$ cat config.mk
export PLATFORM = sky130hd
export DESIGN_NAME = ectr_top
export DESIGN_NICKNAME = d
export VERILOG_FILES = /design/src/rtl/ectr_pkg.sv /design/src/rtl/ectr_sync.sv /design/src/rtl/ectr_edge.sv /design/src/rtl/ectr_core.sv /design/src/rtl/ectr_top.sv
export SDC_FILE = /design/constraint.sdc
export NUM_CORES = 1
export LEC_CHECK = 0
export ABC_CLOCK_PERIOD_IN_PS = 5370
export BUFFER_PORTS_ARGS = -buffer_cell sky130_fd_sc_hd__buf_4
export CELL_PAD_IN_SITES_DETAIL_PLACEMENT = 0
export CELL_PAD_IN_SITES_GLOBAL_PLACEMENT = 1
export CORE_MARGIN = 8
export CORE_UTILIZATION = 40
export DETAILED_ROUTE_END_ITERATION = 8
export HOLD_SLACK_MARGIN = 0.08
export PLACE_DENSITY_LB_ADDON = 0.1
export SLEW_MARGIN = 10
export SYNTH_ARGS = -nofsm -noshare
export SYNTH_HDL_FRONTEND = slang
export SYNTH_SLANG_ARGS = --single-unit
$ cat constraint.sdc
create_clock -name clk -period 5.37 [get_ports clk]
set_clock_uncertainty 0.2 [all_clocks]
set_input_delay 0.2685 -clock clk [delete_from_list [all_inputs] [get_ports clk]]
set_output_delay 0.2685 -clock clk [all_outputs]
set_load 0.05 [all_outputs]
$ cat src/rtl/ectr_pkg.sv
package ectr_pkg;

    localparam int DEF_CNT_W   = 16;
    localparam int DEF_SYNC_N  = 2;

    typedef enum logic {
        DIR_DOWN = 1'b0,
        DIR_UP   = 1'b1
    } ectr_dir_e;

    typedef struct packed {
        logic pulse_en;
        logic edge_rise;
        logic dir_pin;
        logic sw_up;
        logic run;
    } ectr_cfg_t;

    function automatic ectr_dir_e pick_dir(input ectr_cfg_t cfg, input logic pin_lvl);
        logic sel;
        sel = cfg.dir_pin ? pin_lvl : cfg.sw_up;
        return sel ? DIR_UP : DIR_DOWN;
    endfunction

endpackage

$ cat src/rtl/ectr_sync.sv
module ectr_sync #(
    parameter int WIDTH  = 2,
    parameter int STAGES = ectr_pkg::DEF_SYNC_N
) (
    input  logic             clk,
    input  logic             rst,
    input  logic [WIDTH-1:0] d,
    output logic [WIDTH-1:0] q
);
    logic [STAGES-1:0][WIDTH-1:0] stage_q;

    genvar g;
    generate
        for (g = 0; g < STAGES; g++) begin : g_stage
            if (g == 0) begin : g_first
                always_ff @(posedge clk) begin
                    if (rst) stage_q[0] <= '0;
                    else     stage_q[0] <= d;
                end
            end else begin : g_next
                always_ff @(posedge clk) begin
                    if (rst) stage_q[g] <= '0;
                    else     stage_q[g] <= stage_q[g-1];
                end
            end
        end
    endgenerate

    assign q = stage_q[STAGES-1];
endmodule

$ cat src/rtl/ectr_edge.sv
module ectr_edge (
    input  logic clk,
    input  logic rst,
    input  logic lvl,
    input  logic rise_sel,
    input  logic en,
    output logic tick
);
    logic prev_q;
    logic rise, fall;

    always_ff @(posedge clk) begin
        if (rst) prev_q <= 1'b0;
        else     prev_q <= lvl;
    end

    assign rise = lvl & ~prev_q;
    assign fall = ~lvl & prev_q;
    assign tick = en & (rise_sel ? rise : fall);
endmodule

$ cat src/rtl/ectr_core.sv
module ectr_core #(
    parameter int W = ectr_pkg::DEF_CNT_W
) (
    input  logic                clk,
    input  logic                rst,
    input  logic                tick,
    input  ectr_pkg::ectr_dir_e dir,
    input  logic                run,
    input  logic                pulse_en,
    input  logic                reload_we,
    input  logic [W-1:0]        reload_val,
    output logic [W-1:0]        count,
    output logic [W-1:0]        reload_q,
    output logic                irq,
    output logic                pulse
);
    import ectr_pkg::*;

    localparam logic [W-1:0] CNT_MAX = '1;
    localparam logic [W-1:0] CNT_MIN = '0;

    logic [W-1:0] cnt_q, rel_q;
    logic         irq_q, pls_q;
    logic         at_limit, wrap;

    assign at_limit = (dir == DIR_UP) ? (cnt_q == CNT_MAX) : (cnt_q == CNT_MIN);
    assign wrap     = tick & at_limit;

    always_ff @(posedge clk) begin
        if (rst) begin
            cnt_q <= '0;
            rel_q <= '0;
            irq_q <= 1'b0;
        end else begin
            irq_q <= wrap;
            if (reload_we) rel_q <= reload_val;
            if (reload_we && !run) begin
                cnt_q <= reload_val;
            end else if (tick) begin
                if (at_limit)            cnt_q <= rel_q;
                else if (dir == DIR_UP)  cnt_q <= cnt_q + 1'b1;
                else                     cnt_q <= cnt_q - 1'b1;
            end
        end
    end

    always_ff @(posedge clk) begin
        if (rst || !pulse_en) pls_q <= 1'b0;
        else if (wrap)        pls_q <= ~pls_q;
    end

    assign count    = cnt_q;
    assign reload_q = rel_q;
    assign irq      = irq_q;
    assign pulse    = pls_q & pulse_en;
endmodule

$ cat src/rtl/ectr_top.sv
module ectr_top #(
    parameter int CNT_W  = ectr_pkg::DEF_CNT_W,
    parameter int SYNC_N = ectr_pkg::DEF_SYNC_N
) (
    input  logic             clk,
    input  logic             rst,
    input  logic             evt_i,
    input  logic             dir_i,
    input  logic             cfg_we,
    input  logic             cfg_pulse_en,
    input  logic             cfg_edge_rise,
    input  logic             cfg_dir_pin,
    input  logic             cfg_sw_up,
    input  logic             cfg_run,
    input  logic             reload_we,
    input  logic [CNT_W-1:0] reload_val,
    output logic [CNT_W-1:0] count_o,
    output logic             irq_o,
    output logic             pulse_o
);
    import ectr_pkg::*;

    localparam int SYNC_W = 2;

    ectr_cfg_t         cfg_q;
    logic [SYNC_W-1:0] sync_q;
    logic              evt_s, dir_s, tick;
    ectr_dir_e         dir;
    logic [CNT_W-1:0]  reload_q;

    always_ff @(posedge clk) begin
        if (rst) begin
            cfg_q <= '0;
        end else if (cfg_we) begin
            cfg_q <= '{pulse_en:  cfg_pulse_en,
                       edge_rise: cfg_edge_rise,
                       dir_pin:   cfg_dir_pin,
                       sw_up:     cfg_sw_up,
                       run:       cfg_run};
        end
    end

    ectr_sync #(.WIDTH(SYNC_W), .STAGES(SYNC_N)) u_sync (
        .clk (clk),
        .rst (rst),
        .d   ({dir_i, evt_i}),
        .q   (sync_q)
    );

    assign evt_s = sync_q[0];
    assign dir_s = sync_q[1];
    assign dir   = pick_dir(cfg_q, dir_s);

    ectr_edge u_edge (
        .clk      (clk),
        .rst      (rst),
        .lvl      (evt_s),
        .rise_sel (cfg_q.edge_rise),
        .en       (cfg_q.run),
        .tick     (tick)
    );

    ectr_core #(.W(CNT_W)) u_core (
        .clk        (clk),
        .rst        (rst),
        .tick       (tick),
        .dir        (dir),
        .run        (cfg_q.run),
        .pulse_en   (cfg_q.pulse_en),
        .reload_we  (reload_we),
        .reload_val (reload_val),
        .count      (count_o),
        .reload_q   (reload_q),
        .irq        (irq_o),
        .pulse      (pulse_o)
    );
endmodule

; ---- Word level (Yosys, flattened, before mapping)
; Cells that the tools add are included.
[word_totals]
word_cells = 37
ff_bits = 44
[classes]
addsub = 2
eq_ne = 1
n_reduce_logical = 6
n_bitwise = 8
mux = 8
[ops]
columns = cell, n
row1 = $mux 16, 4
row2 = $add 16x1->16 const B, 1
row3 = $eq 16x16->1 const B, 1
row4 = $logic_not 16->1, 1
row5 = $sub 16x1->16 const B, 1
row6 = $and 1x1->1, 5
row7 = $mux 1, 4
row8 = $not 1->1, 3
row9 = $logic_not 1->1, 2
row10 = $reduce_bool 2->1, 1
row11 = $logic_and 1x1->1, 1
row12 = $logic_or 1x1->1, 1

; ---- Depth between registers and ports, before layout
; Gate-level depths: netlist of the first run.
[depth]
depth_word = 6
depth_mapped = 9

; ---- By module
; A second synthesis of the first run with hierarchy kept.
[unflattened]
cells_unflattened = 322
hier_area_um2 = 2691.3
[modules_own_cells]
columns = module, area_per_inst_um2, instances, seq_area_each_um2, cells_each
row1 = ectr_core, 2329.7, 1, 680.7, 290
row2 = ectr_top, 191.4, 1, 100.1, 17
row3 = ectr_sync, 120.1, 1, 80.1, 10
row4 = ectr_edge, 50.0, 1, 20.0, 5

; ---- Worst setup path before layout of the first run
; No wires, ideal clock.
[synth_timing]
path_type = reg2reg
from = reg cfg_q[2] (netlist bit)
to = reg u_core.cnt_q[12] (netlist: u_core.count[12])
t_arrival_ns = 2.529
required_time_ns = 5.048
path_buffers = 0
path_stages_with_launch = 9
slack_ns = 2.519
setup_ns = 0.122
path_cell_list = dfxtp_1 -> mux2i_2 -> ha_1 -> nor2b_1 -> o31ai_2 -> nand3_1 -> a221oi_2 -> mux2i_1 -> a311o_1
[synth_via]
elab_chain_cells = 6
elab_cells_between_ends = 7
cone_classes = mux: 7
[synth_rtl]
columns = item, line
row1 = "start, declared", ectr_top.sv:25  ; ectr_cfg_t cfg_q;
row2 = "start signal, assigned", ectr_top.sv:35  ; cfg_q <= '{pulse_en: cfg_pulse_en,
row3 = $mux 1 *, ectr_pkg.sv:21  ; sel = cfg.dir_pin ? pin_lvl : cfg.sw_up;
row4 = $mux 1 *, ectr_pkg.sv:22  ; return sel ? DIR_UP : DIR_DOWN;
row5 = $mux 16 / $mux 1 (equally long branches), "ectr_core.sv:41, ectr_core.sv:26"
row6 = $mux 16 *, ectr_core.sv:40  ; if (at_limit) cnt_q <= rel_q;
row7 = $mux 16 *, ectr_core.sv:39  ; end else if (tick) begin
row8 = $mux 16 *, ectr_core.sv:37  ; if (reload_we && !run) begin
row9 = "end signal, assigned", ectr_core.sv:38  ; cnt_q <= reload_val;
row10 = "end signal, assigned", ectr_core.sv:40
row11 = "end signal, assigned", ectr_core.sv:41  ; else if (dir == DIR_UP) cnt_q <= cnt_q + 1'b1;
row12 = "end, declared", ectr_core.sv:22  ; logic [W-1:0] cnt_q, rel_q;
; Every way passes the cells marked *; elsewhere a longest branch is shown, timed or not. The select of a mux whose other input is x is not followed.
; A chain may end at the register's enable or synchronous reset.

; ---- Worst setup path in the final report of the first run
[layout_timing]
from = reg cfg_q[2] (netlist bit)
to = reg u_core.cnt_q[14] (netlist: u_core.count[14])
; The elaborated chain is that of the path after synthesis.

==> load_flow_metrics.sql, run 1 <==
INSERT INTO impl_metrics (metric_group, metric, value, unit) VALUES
('synthesis', 'synth_nets', '368', ''),
('timing', 'period_minus_slack', '3.49', 'ns'),
('grt', 'antenna_found_initial', '0', ''),
('worst_hold_path', 'holdPathStages', '2', ''),
('synthesis', 'most_numerous_cell_types_in_the_synthesized_netlist', 'sky130_fd_sc_hd__dfxtp_1 (44), sky130_fd_sc_hd__nor2_1 (36), sky130_fd_sc_hd__a21oi_1 (33)', ''),
('job', 'maxCapViolCount', '0', ''),
('grt', 'grt_usage', '0.166', ''),
('grt', 'first_pass_grt_wire_length', '13200', 'µm'),
('die', 'chipWidth', '98.4', 'µm'),
('clocking', 'clockRootBuffer', 'sky130_fd_sc_hd__clkbuf_8', ''),
('drt', 'route.vias.total', '2596', ''),
('die', 'total_die_area', '9690', 'µm²'),
('grt', 'grt_start_max_net_pins', '44', ''),
('critical_path', 'r2r.worst_path.cells', '9', ''),
('die', 'core.rowCount', '30', ''),
('critical_path', 'r2r-end', 'u_core.count[14]', ''),
('timing', 'postLayoutSetupSlackWorst', '1.88', 'ns'),
('timing', 'slew-limit-headroom', '0.190', ''),
('die', 'num_io_pins', '45', ''),
('pwr', 'p_leak', '1.56', 'nW'),
('clocking', 'clock_path_buffers', '2', ''),
('drt', 'drt-wirelength-per-cell', '17.0', 'µm'),
('finish', 'layout-drive-gt1-share', '0.158', ''),
('placed_design', 'dp_worst_setup_slack', '1.89', 'ns'),
('timing', 'slew_viol_final', '0', ''),
('synthesis', 'post_synthesis_register_bit_count', '44', ''),
('critical_path', 'worst-r2r-setup-slack', '1.88', 'ns'),
('grt', 'globalRoute.totalOverflow', '0', ''),
('critical_path', 'critical_path.max_fanout', '19', ''),
('synthesis', 'netlist.top_cell.by_area', 'sky130_fd_sc_hd__dfxtp_1', ''),
('timing', 'fin_hold_ws', '0.199', 'ns'),
('die', 'initial_utilization', '0.407', ''),
('placed_design', 'place.gp.congestion', '0.884', ''),
('critical_path', 'cp_data_arrival_time', '3.50', 'ns'),
('clocking', 'post_cts_resized', '0', ''),
('placed_design', 'detailedPlacementHpwl', '5710', 'µm'),
('finish', 'area.growth.synth_to_final', '26.5', '%'),
('drt', 'drt_wl_total', '7910', 'µm'),
('worst_hold_path', 'hp-class', 'in -> reg', ''),
('grt', 'first_global_vias', '2597', ''),
('timing', 'setup-tns-final', '0', 'ns'),
('pwr', 'switching_power', '0.320', 'mW'),
('drt', 'first_pass_iters', '5', ''),
('pwr', 'cell_internal_pwr', '0.632', 'mW'),
('finish', 'n_antenna_cell', '0', ''),
('outcome', 'outcome', 'complete, no violations', ''),
('critical_path', 'timing.critical_path.to_type', 'flip-flop', ''),
('synthesis', 'edff_count_synth', '0', ''),
('synthesis', 'synthesized_area_per_cell', '8.39', 'µm²'),
('pwr', 'power.ir.vdd_worst', '149', 'µV'),
('clocking', 'path_clk_slew', '0.09', 'ns'),
('synthesis', 'ys_seq_area_frac', '0.324', ''),
('timing', 'worst_slew_pin_slew', '1.19', 'ns'),
('critical_path', 'slowest_delay', '0.98', 'ns'),
('pwr', 'proportion_of_power_drawn_by_flip_flops_and_latches', '0.386', ''),
('critical_path', 'cp.buffers_inverters', '1', ''),
('drt', 'count_of_routing_violations_after_the_opening_detailed_route_iteration', '213', ''),
('pwr', 'switching_share', '0.336', ''),
('die', 'core', '6680', 'µm²'),
('critical_path', 'cp.required', '5.38', 'ns'),
('clocking', 'numClockSinks', '44', ''),
('critical_path', 'timing.critical_path.from', 'cfg_q[2]', ''),
('critical_path', 'regToRegStartpoint', 'cfg_q[2]', ''),
('synthesis', 'yosys.area.top_type_share', '0.324', ''),
('timing', 'post-route-period-util', '0.649', ''),
('finish', 'nets', '428', ''),
('synthesis', 'synth-main-ff-cell', 'sky130_fd_sc_hd__dfxtp_1', ''),
('critical_path', 'crit_cells', '9', ''),
('drt', 'drc', '0', ''),
('die', 'die_height', '98.4', 'µm'),
('synthesis', 'synthTopCellsByArea', 'sky130_fd_sc_hd__dfxtp_1 (32%), sky130_fd_sc_hd__mux2i_1 (9.9%), sky130_fd_sc_hd__ha_1 (7.4%)', '');
==> metrics by stage <==
step / cells / power, mW / utilization / cell area [µm²]
detailed placement: 433 / 0.673 / 0.460 / 3080
finish: 465 / 0.952 / 0.514 / 3440
global route: 465 / 1.01 / 0.514 / 3440
CTS: 464 / 0.958 / 0.513 / 3430
floorplan: 324 / 0.595 / - / 2720
global placement: 433 / 0.675 / 0.460 / 3080
==> power by group through the flow <==
stage                     logic (mW)  registers, mW  clock network (mW)
after global placement         0.300          0.375                   0
after CTS                      0.313          0.367               0.278
after global routing           0.344          0.370               0.294
after detailed placement       0.299          0.374                   0
final                          0.313          0.367               0.271
after floorplan                0.201          0.394                   0
==> per-layer routing <==
metal  GRT usage  vias to the layer above  part of all wire
li1            -                     1320                 -
met1       0.226                     1214              0.49
met2       0.261                       55              0.46
met3      0.0317                        7             0.043
met4      0.0401                        0            0.0078
met5           0                        -                 0
==> registers in the layout, indices dropped and copies added, names as in the netlist <==
name	flops
u_core.reload_q	16
u_core.count	16
u_core.pls_q	1
u_sync.q	2
u_edge.prev_q	1
u_sync.stage_q	2
u_core.irq	1
cfg_q	5
==> layout make-up <==
type | count | area, µm² | share of cell area
Timing Repair Buffer | 69 | 578 | 0.168
Multi-Input combinational cell | 259 | 1740 | 0.506
Clock buffer | 6 | 82.6 | 0.0240
Clock inverter | 2 | 38.8 | 0.0113
Sequential cell | 44 | 881 | 0.256
Inverter | 5 | 18.8 | 0.00546
Tap cell | 80 | 100 | 0.0291
==> worst max path at each step <==
stage / to / slack, ns
after detailed placement: u_core.count[14] / 1.89
after global routing: u_core.count[14] / 1.68
after CTS: u_core.count[14] / 1.85
after floorplan: u_core.count[12] / 2.52
after global placement: u_core.count[14] / 2.06
final: u_core.count[14] / 1.88
==> layout by cell type (no fill, tap or decap), types with 3 or more instances in the layout <==
cell	synthesis	routed
sky130_fd_sc_hd__a21oi_1	33	33
sky130_fd_sc_hd__a31oi_1	4	4
sky130_fd_sc_hd__and3_1	13	13
sky130_fd_sc_hd__buf_4	0	45
sky130_fd_sc_hd__clkbuf_8	0	6
sky130_fd_sc_hd__dfxtp_1	44	44
sky130_fd_sc_hd__dlygate4sd3_1	0	24
sky130_fd_sc_hd__ha_1	16	16
sky130_fd_sc_hd__inv_1	5	5
sky130_fd_sc_hd__mux2i_1	27	27
sky130_fd_sc_hd__nand2_1	21	21
sky130_fd_sc_hd__nand3_1	11	11
sky130_fd_sc_hd__nand4_1	8	8
sky130_fd_sc_hd__nor2_1	36	36
sky130_fd_sc_hd__nor2b_1	7	7
sky130_fd_sc_hd__nor4_1	4	4
sky130_fd_sc_hd__o211ai_1	3	3
sky130_fd_sc_hd__o21a_1	3	3
sky130_fd_sc_hd__o21ai_0	17	17
sky130_fd_sc_hd__o22ai_1	7	7
sky130_fd_sc_hd__xnor2_1	8	8
sky130_fd_sc_hd__xor2_1	4	4
==> repair_timing <==
| action | 4_1_cts | 5_1_grt |
|---|---|---|
| hold endpoints to repair | 31 | 1 |
| setup buffers | 0 | 0 |
| hold buffers | 23 | 1 |
==> cells by family after synthesis <==
kind of cell,synth area share
AOI/OAI and AO/OA,0.206
xor gates and xnor gates,0.0387
adders and majority gates,0.0810
buffers and inverters,0.0364
DFF,0.324
muxes,0.105
and+or+nand+nor,0.209
No activity file was read; power rests on OpenSTA's default activity.
==> run 2, diff against run 1 <==
--- a/config.mk
+++ b/config.mk
@@ -5,12 +5,13 @@
 export SDC_FILE = /design/constraint.sdc
 export NUM_CORES = 1
 export LEC_CHECK = 0
-export ABC_CLOCK_PERIOD_IN_PS = 5370
+export ABC_AREA = 1
+export ABC_CLOCK_PERIOD_IN_PS = 2800
 export BUFFER_PORTS_ARGS = -buffer_cell sky130_fd_sc_hd__buf_4
 export CELL_PAD_IN_SITES_DETAIL_PLACEMENT = 0
 export CELL_PAD_IN_SITES_GLOBAL_PLACEMENT = 1
 export CORE_MARGIN = 8
-export CORE_UTILIZATION = 40
+export CORE_UTILIZATION = 36
 export DETAILED_ROUTE_END_ITERATION = 8
 export HOLD_SLACK_MARGIN = 0.08
 export PLACE_DENSITY_LB_ADDON = 0.1
==> constraint.sdc (replaced) <==
create_clock -name clk -period 2.8 [get_ports clk]
set_clock_uncertainty 0.2 [all_clocks]
set_input_delay 0.14 -clock clk [delete_from_list [all_inputs] [get_ports clk]]
set_output_delay 0.14 -clock clk [all_outputs]
set_load 0.05 [all_outputs]
==> run 2 against run 1 <==
Effect of this change: global-route usage decreased by 0.099 points; non-clock buffer count increased by 20; sequential share of layout area is 3.5 points lower; cell area rose by 16%; fmax rose by 42%; routed wire length increased by 18%; sequential power is 95% higher; hold slack worse by 0.072 ns; clock power rose by 60%; sequential cell count is the same; critical path depth up 4; die area grew 20%.
==> load_flow_metrics.sql, run 2 <==
INSERT INTO impl_metrics (metric_group, metric, value, unit) VALUES
('drt', 'drc', '0', ''),
('job', 'maxCapViolCount', '0', ''),
('timing', 'peak_freq', '408', 'MHz'),
('grt', 'grt_usage', '0.165', ''),
('timing', 'slew_viol_final', '0', ''),
('timing', 'postLayoutSetupSlackWorst', '0.346', 'ns'),
('die', 'initial_utilization', '0.371', ''),
('clocking', 'numClockSinks', '44', ''),
('die', 'core.rowCount', '33', ''),
('pwr', 'power.ir.vdd_worst', '237', 'µV'),
('finish', 'layout-drive-gt1-share', '0.148', ''),
('placed_design', 'dp_cells', '629', ''),
('drt', 'route.vias.total', '3188', ''),
('timing', 'post-route-period-util', '0.876', ''),
('finish', 'layout_common_cells', 'sky130_fd_sc_hd__nand2_1 (125), sky130_fd_sc_hd__inv_1 (91), sky130_fd_sc_hd__nor2_1 (54)', ''),
('synthesis', 'synth-main-ff-cell', 'sky130_fd_sc_hd__dfxtp_1', ''),
('clocking', 'post-cts-setup-buffers', '0', ''),
('placed_design', 'io_buffer_count', '44', ''),
('synthesis', 'edff_count_synth', '0', ''),
('die', 'num_io_pins', '45', ''),
('drt', 'first_pass_iters', '5', ''),
('pwr', 'power_per_cell_area', '477', 'nW/µm²'),
('clocking', 'clock_insertion_delay_worst_skew', '0.30', 'ns'),
('grt', 'first_pass_grt_wire_length', '15400', 'µm'),
('grt', 'first_global_vias', '3113', ''),
('finish', 'final_util', '0.485', ''),
('critical_path', 'worst-r2r-setup-slack', '0.35', 'ns'),
('outcome', 'outcome', 'complete, no violations', ''),
('clocking', 'clock_tree_from_tritoncts', 'built', ''),
('placed_design', 'place.gp.congestion', '0.825', ''),
('finish', 'nets', '619', ''),
('synthesis', 'yosys.cell_types.count', '31', ''),
('critical_path', 'start_kind', 'flip-flop', ''),
('critical_path', 'cp.buffers_inverters', '1', ''),
('synthesis', 'netlist.top_cell.by_area', 'sky130_fd_sc_hd__dfxtp_1', ''),
('critical_path', 'critical-path-top-delay-family', 'simple AND/OR/NAND/NOR gates', ''),
('synthesis', 'yosys.area.top_type_share', '0.289', ''),
('pwr', 'p_leak', '2.10', 'nW'),
('synthesis', 'synthesized_area_per_cell', '6.21', 'µm²'),
('timing', 'setup-tns-final', '0', 'ns'),
('critical_path', 'cp_cell_instances', 'inv_2, nand2_2, nand2_2, ha_1, or2_1, nand3b_1, nand2_1, nand2_1, nand2_1, nand2_1, nand3_2, nand2_1, a21oi_2', ''),
('synthesis', 'most_numerous_cell_types_in_the_synthesized_netlist', 'sky130_fd_sc_hd__nand2_1 (125), sky130_fd_sc_hd__inv_1 (91), sky130_fd_sc_hd__nor2_1 (54)', ''),
('critical_path', 'timing.critical_path.to_type', 'flip-flop', ''),
('critical_path', 'r2r-end', 'u_core.count[13]', ''),
('grt', 'antenna_found_initial', '0', ''),
('timing', 'timing.final.setup_violations', '0', ''),
('critical_path', 'cp_slowest_cell', 'sky130_fd_sc_hd__ha_1', ''),
('clocking', 'cts_inserted_buffers', '5', ''),
('timing', 'unrepaired_setup_endpoints_after_global_routing', 'no', ''),
('timing', 'timing_hold_violations_final', '0', ''),
('finish', 'ff_latch_area', '881', 'µm²'),
('clocking', 'clockRootBuffer', 'sky130_fd_sc_hd__clkbuf_8', ''),
('synthesis', 'post_synth_inst_count', '491', ''),
('timing', 'period_minus_slack', '2.45', 'ns'),
('clocking', 'clock_path_buffers', '2', ''),
('timing', 'worst_slew_pin_slew', '0.630', 'ns'),
('drt', 'antenna_violating_nets_post_route', '0', ''),
('finish', 'n_antenna_cell', '0', ''),
('placed_design', 'detailedPlacementHpwl', '6810', 'µm'),
('finish', 'fillerInstances', '864', ''),
('critical_path', 'critical_path.most_common_cell', 'sky130_fd_sc_hd__nand2_1', ''),
('critical_path', 'worstSetupEndpoint', 'u_core.count[13]', ''),
('synthesis', 'netlist_area', '3050', 'µm²'),
('die', 'total_die_area', '11700', 'µm²'),
('critical_path', 'critical_path.max_fanout', '17', ''),
('finish', 'layoutNonFillerInstCount', '681', ''),
('synthesis', 'synth_nets', '535', ''),
('worst_hold_path', 'hp-class', 'in -> reg', ''),
('synthesis', 'post_synthesis_register_bit_count', '44', ''),
('drt', 'drt_wl_total', '9320', 'µm'),
('die', 'core', '8220', 'µm²'),
('placed_design', 'dp_worst_setup_slack', '0.352', 'ns'),
('clocking', 'path_clk_slew', '0.09', 'ns'),
('drt', 'drt-wirelength-per-cell', '13.7', 'µm'),
('grt', 'grt_start_max_net_pins', '29', ''),
('critical_path', 'timing.critical_path.from', 'cfg_q[2]', ''),
('timing', 'slew-limit-headroom', '0.579', ''),
('synthesis', 'yosys.cell_count.top_type', 'sky130_fd_sc_hd__nand2_1', ''),
('critical_path', 'r2r.worst_path.cells', '13', ''),
('grt', 'globalRoute.totalOverflow', '0', ''),
('finish', 'most_common_library_cell_in_the_layout_ignoring_fill_and_taps', 'sky130_fd_sc_hd__nand2_1', ''),
('critical_path', 'cp.required', '2.78', 'ns'),
('critical_path', 'cp_data_arrival_time', '2.44', 'ns'),
('critical_path', 'timing.setup.critical_path_class', 'reg -> reg', ''),
('worst_hold_path', 'holdPathStages', '3', ''),
('critical_path', 'crit_cells', '13', ''),
('pwr', 'post_layout_power', '1.90', 'mW'),
('critical_path', 'regToRegStartpoint', 'cfg_q[2]', ''),
('finish', 'multi_input_area', '1740', 'µm²'),
('clocking', 'htreeDepth', '2', ''),
('synthesis', 'synthTopCellsByArea', 'sky130_fd_sc_hd__dfxtp_1 (29%), sky130_fd_sc_hd__nand2_1 (15%), sky130_fd_sc_hd__inv_1 (11%)', ''),
('synthesis', 'asyncSetResetFlopFracSynth', '0', ''),
('synthesis', 'synth.yosys.warnings', '0', ''),
('critical_path', 'slowest_delay', '0.44', 'ns'),
('finish', 'area.growth.synth_to_final', '30.7', '%'),
('drt', 'avgViaCountPerCell', '4.68', ''),
('die', 'die_height', '108', 'µm'),
('drt', 'count_of_routing_violations_after_the_opening_detailed_route_iteration', '198', ''),
('synthesis', 'ys_seq_area_frac', '0.289', ''),
('die', 'chipWidth', '108', 'µm');
-- run 2: changes by cell type after synthesis, moves of 7 or more --
cell / change
sky130_fd_sc_hd__nand2_1: +104
sky130_fd_sc_hd__inv_1: +86
sky130_fd_sc_hd__mux2i_1: -27
sky130_fd_sc_hd__o21ai_0: +24
sky130_fd_sc_hd__nor2_1: +18
sky130_fd_sc_hd__and3_1: -13
sky130_fd_sc_hd__nand3_2: +10
sky130_fd_sc_hd__xnor2_1: -8
sky130_fd_sc_hd__a21oi_1: +7
sky130_fd_sc_hd__a21oi_2: +7
sky130_fd_sc_hd__nand3_1: +7
sky130_fd_sc_hd__nor2b_1: -7
-- run 2: cells by family (layout without fill, tap and decap cells) --
| group | after synthesis | in the layout | synth area share |
|---|---|---|---|
| AOI/OAI and AO/OA | 92 | 92 | 0.161 |
| buffers and inverters | 109 | 194 | 0.142 |
| DFF | 44 | 44 | 0.289 |
| xor gates and xnor gates | 3 | 3 | 0.00862 |
| and+or+nand+nor | 226 | 226 | 0.327 |
| adders and majority gates | 17 | 17 | 0.0722 |
-- run 2: worst min path at each step --
stage | startpoint | slack, ns | endpoint
global route | reload_we | 0.16 | u_core.reload_q[0]
finish | reload_we | 0.13 | u_core.reload_q[1]
floorplan | rst | 0.009 | u_core.count[5]
global placement | evt_i | 0.15 | u_sync.stage_q[0]
CTS | reload_we | 0.12 | u_core.reload_q[1]
detailed placement | evt_i | 0.17 | u_sync.stage_q[0]
-- run 2: repair_timing --
action                                 in CTS  in global routing
resized for setup                           0                  0
hold buffers                               44                  0
endpoints found under the hold margin      42                  0
-- run 2: where the power goes --
part	internal (mW)	switching (mW)
sequential	0.669	0.0454
clock	0.201	0.233
combinational	0.287	0.467
total	1.16	0.746
-- run 2: tightest hold or removal path: cells and delay by family --
family / cells / cell delay [ns]
buf+inv: 1 / 0.20
compound gates: 1 / 0.19
simple gates: 1 / 0.05
-- run 2: cell type report --
class,count,area share
Clock inverter,1,0.00188
Tap cell,105,0.0330
Inverter,97,0.0920
Sequential cell,44,0.221
Timing Repair Buffer,89,0.195
Multi-Input combinational cell,338,0.435
Clock buffer,7,0.0217
-- run 2: stage by stage --
stage / instance area, µm² / hold WS (ns)
floorplan: 3050 / 0.00907
global placement: 3450 / 0.148
detailed placement: 3450 / 0.169
CTS: 3990 / 0.123
global route: 3990 / 0.155
finish: 3990 / 0.127
-- run 2: metal layers --
layer  share of wire  vias to the layer above  global-route usage
li1                -                     1683                   -
met1            0.51                     1413               0.237
met2            0.43                       86               0.251
met3           0.059                        6              0.0262
met4          0.0073                        0              0.0347
met5               0                        -                   0
==> run 3, diff against run 2 <==
--- a/config.mk
+++ b/config.mk
@@ -14,7 +14,7 @@
 export CORE_UTILIZATION = 36
 export DETAILED_ROUTE_END_ITERATION = 8
 export HOLD_SLACK_MARGIN = 0.08
-export PLACE_DENSITY_LB_ADDON = 0.1
+export PLACE_DENSITY = 0.79
 export SLEW_MARGIN = 10
 export SYNTH_ARGS = -nofsm -noshare
 export SYNTH_HDL_FRONTEND = slang
==> run 3 against run 2 <==
Effect of this change: cell area shrank 0.50%; clock power shrank 9.2%; global-route usage shrank 0.56 points; sequential cell count is the same; cell count shrank 0.29%; die area is the same; core utilization shrank 0.24 points; critical path depth is the same; fmax grew 1.1%; combinational power is essentially flat; setup slack gained 0.026 ns; hold slack lost 0.026 ns; critical path type unchanged; largest cell class unchanged.
==> load_flow_metrics.sql, run 3 (same netlist as run 2, synthesis figures left out) <==
INSERT INTO impl_metrics (metric_group, metric, value, unit) VALUES
('drt', 'first_pass_iters', '4', ''),
('pwr', 'cell_internal_pwr', '1.12', 'mW'),
('pwr', 'switching_power', '0.737', 'mW'),
('critical_path', 'slowest_delay', '0.44', 'ns'),
('die', 'num_io_pins', '45', ''),
('drt', 'count_of_routing_violations_after_the_opening_detailed_route_iteration', '154', ''),
('critical_path', 'critical_path.most_common_cell', 'sky130_fd_sc_hd__nand2_1', ''),
('finish', 'final_area', '3970', 'µm²'),
('pwr', 'proportion_of_power_drawn_by_flip_flops_and_latches', '0.384', ''),
('clocking', 'htreeDepth', '2', ''),
('drt', 'route.vias.total', '3164', ''),
('pwr', 'power.share.combinational', '0.404', ''),
('critical_path', 'start_kind', 'flip-flop', ''),
('die', 'core', '8220', 'µm²'),
('die', 'total_die_area', '11700', 'µm²'),
('drt', 'drt-wirelength-per-cell', '13.1', 'µm'),
('timing', 'slew_viol_final', '0', ''),
('clocking', 'cts_inserted_buffers', '5', ''),
('outcome', 'outcome', 'complete, no violations', ''),
('finish', 'area.growth.synth_to_final', '30.1', '%'),
('pwr', 'p_leak', '2.09', 'nW'),
('critical_path', 'timing.critical_path.to_type', 'flip-flop', ''),
('placed_design', 'dpl_cell_area', '3440', 'µm²'),
('critical_path', 'cp_cell_instances', 'inv_2, nand2_2, nand2_2, ha_1, or2_1, nand3b_1, nand2_1, nand2_1, nand2_1, nand2_1, nand3_2, nand2_1, a21oi_2', ''),
('clocking', 'path_clk_slew', '0.09', 'ns'),
('drt', 'antenna_violating_nets_post_route', '0', ''),
('clocking', 'post_cts_resized', '0', ''),
('pwr', 'power.ir.vdd_worst', '244', 'µV'),
('pwr', 'power_per_cell_area', '469', 'nW/µm²'),
('clocking', 'clock_tree_from_tritoncts', 'built', ''),
('critical_path', 'critical_path.max_fanout', '17', ''),
('clocking', 'clockRootBuffer', 'sky130_fd_sc_hd__clkbuf_8', ''),
('finish', 'n_antenna_cell', '0', ''),
('grt', 'grt_usage', '0.159', ''),
('timing', 'timing.final.setup_violations', '0', ''),
('timing', 'setup-tns-final', '0', 'ns'),
('drt', 'drt_wl_total', '8900', 'µm'),
('placed_design', 'place.gp.congestion', '0.846', ''),
('placed_design', 'detailedPlacementHpwl', '6600', 'µm'),
('worst_hold_path', 'hp-class', 'in -> reg', ''),
('grt', 'grt_start_max_net_pins', '29', ''),
('grt', 'antenna_found_initial', '0', ''),
('clocking', 'clock_path_buffers', '2', ''),
('job', 'maxCapViolCount', '0', ''),
('drt', 'drc', '0', ''),
('finish', 'final_util', '0.483', ''),
('die', 'die_height', '108', 'µm'),
('timing', 'fin_hold_ws', '0.100', 'ns'),
('timing', 'slew-limit-headroom', '0.619', ''),
('clocking', 'numClockSinks', '44', ''),
('finish', 'layout-drive-gt1-share', '0.146', ''),
('timing', 'peak_freq', '412', 'MHz'),
('finish', 'most_common_library_cell_in_the_layout_ignoring_fill_and_taps', 'sky130_fd_sc_hd__nand2_1', ''),
('pwr', 'p_clk_frac', '0.212', ''),
('die', 'initial_utilization', '0.371', ''),
('critical_path', 'timing.setup.critical_path_class', 'reg -> reg', ''),
('finish', 'nets', '618', ''),
('finish', 'fillerInstances', '850', ''),
('die', 'core.rowCount', '33', ''),
('timing', 'post-route-period-util', '0.867', ''),
('pwr', 'switching_share', '0.396', ''),
('critical_path', 'cp_data_arrival_time', '2.41', 'ns'),
('placed_design', 'io_buffer_count', '44', ''),
('timing', 'unrepaired_setup_endpoints_after_global_routing', 'no', ''),
('grt', 'first_global_vias', '3088', ''),
('critical_path', 'cp.required', '2.78', 'ns'),
('grt', 'first_pass_grt_wire_length', '15100', 'µm'),
('timing', 'worst_slew_pin_slew', '0.571', 'ns'),
('finish', 'layout_common_cells', 'sky130_fd_sc_hd__nand2_1 (125), sky130_fd_sc_hd__inv_1 (91), sky130_fd_sc_hd__nor2_1 (54)', ''),
('clocking', 'clock_insertion_delay_worst_skew', '0.30', 'ns'),
('timing', 'timing_hold_violations_final', '0', ''),
('placed_design', 'dp_worst_setup_slack', '0.409', 'ns'),
('timing', 'postLayoutSetupSlackWorst', '0.373', 'ns'),
('critical_path', 'cp_slowest_cell', 'sky130_fd_sc_hd__ha_1', ''),
('die', 'chipWidth', '108', 'µm'),
('drt', 'avgViaCountPerCell', '4.66', ''),
('timing', 'period_minus_slack', '2.43', 'ns'),
('grt', 'globalRoute.totalOverflow', '0', '');
run 3: changes by cell type in the layout (fill, tap and decap cells not counted), sizes merged:
cell    change
buf         -1
clkinv      +1
clkbuf      -2
run 3: worst max-delay path: cells and delay by family, from the launching register on:
kind / cells / cell delay [ns]
flops: 1 / 0.38
buf+inv: 1 / 0.07
fa+ha+maj: 1 / 0.44
simple gates: 10 / 1.19
compound gates: 1 / 0.05
run 3: cell type report:
| class | instances | area [µm²] | area share |
|---|---|---|---|
| well taps | 105 | 131 | 0.0331 |
| repair buffers | 88 | 771 | 0.194 |
| flip-flops and latches | 44 | 881 | 0.222 |
| inverters | 97 | 367 | 0.0924 |
| multi-input cells | 338 | 1740 | 0.438 |
| clock inverters | 2 | 12.5 | 0.00315 |
| clock buffers | 5 | 68.8 | 0.0174 |
run 3: repair_timing:
action | in CTS | in global routing
hold buffers | 44 | 0
hold endpoints to repair | 42 | 0
endpoints found under the setup margin | 0 | 0
buffers inserted | 0 | 0
run 3: stage by stage:
stage / power, mW / std cells
after detailed placement: 1.43 / 628
after CTS: 1.87 / 679
after global routing: 2.00 / 679
after global placement: 1.42 / 628
after floorplan: 1.24 / 491
final: 1.86 / 679
run 3: per-layer routing:
metal / wire length (µm) / share of wire / global-route usage / vias up
li1: - / - / - / 1701
met1: 4350 / 0.49 / 0.218 / 1394
met2: 4020 / 0.45 / 0.258 / 61
met3: 451 / 0.051 / 0.0226 / 8
met4: 73 / 0.0082 / 0.0327 / 0
met5: 0 / 0 / 0 / -
run 3: power by group through the flow:
stage | Sequential, mW | Combinational [mW] | Clock, mW
5_1_grt | 0.722 | 0.849 | 0.432
4_1_cts | 0.715 | 0.753 | 0.407
2_1_floorplan | 0.777 | 0.463 | 0
6_report | 0.715 | 0.752 | 0.394
3_5_place_dp | 0.729 | 0.699 | 0
3_3_place_gp | 0.729 | 0.694 | 0
run 3: final timing paths:
| path | start | endpoint | slack, ns | cells after the start |
|---|---|---|---|---|
| max reg2reg | cfg_q[2] | u_core.count[9] | 0.37 | 13 |
| min reg2reg | u_sync.stage_q[0] | u_sync.q[0] | 0.21 | 2 |
| max | cfg_q[2] | u_core.count[9] | 0.37 | 13 |
| min | reload_we | u_core.reload_q[1] | 0.10 | 3 |
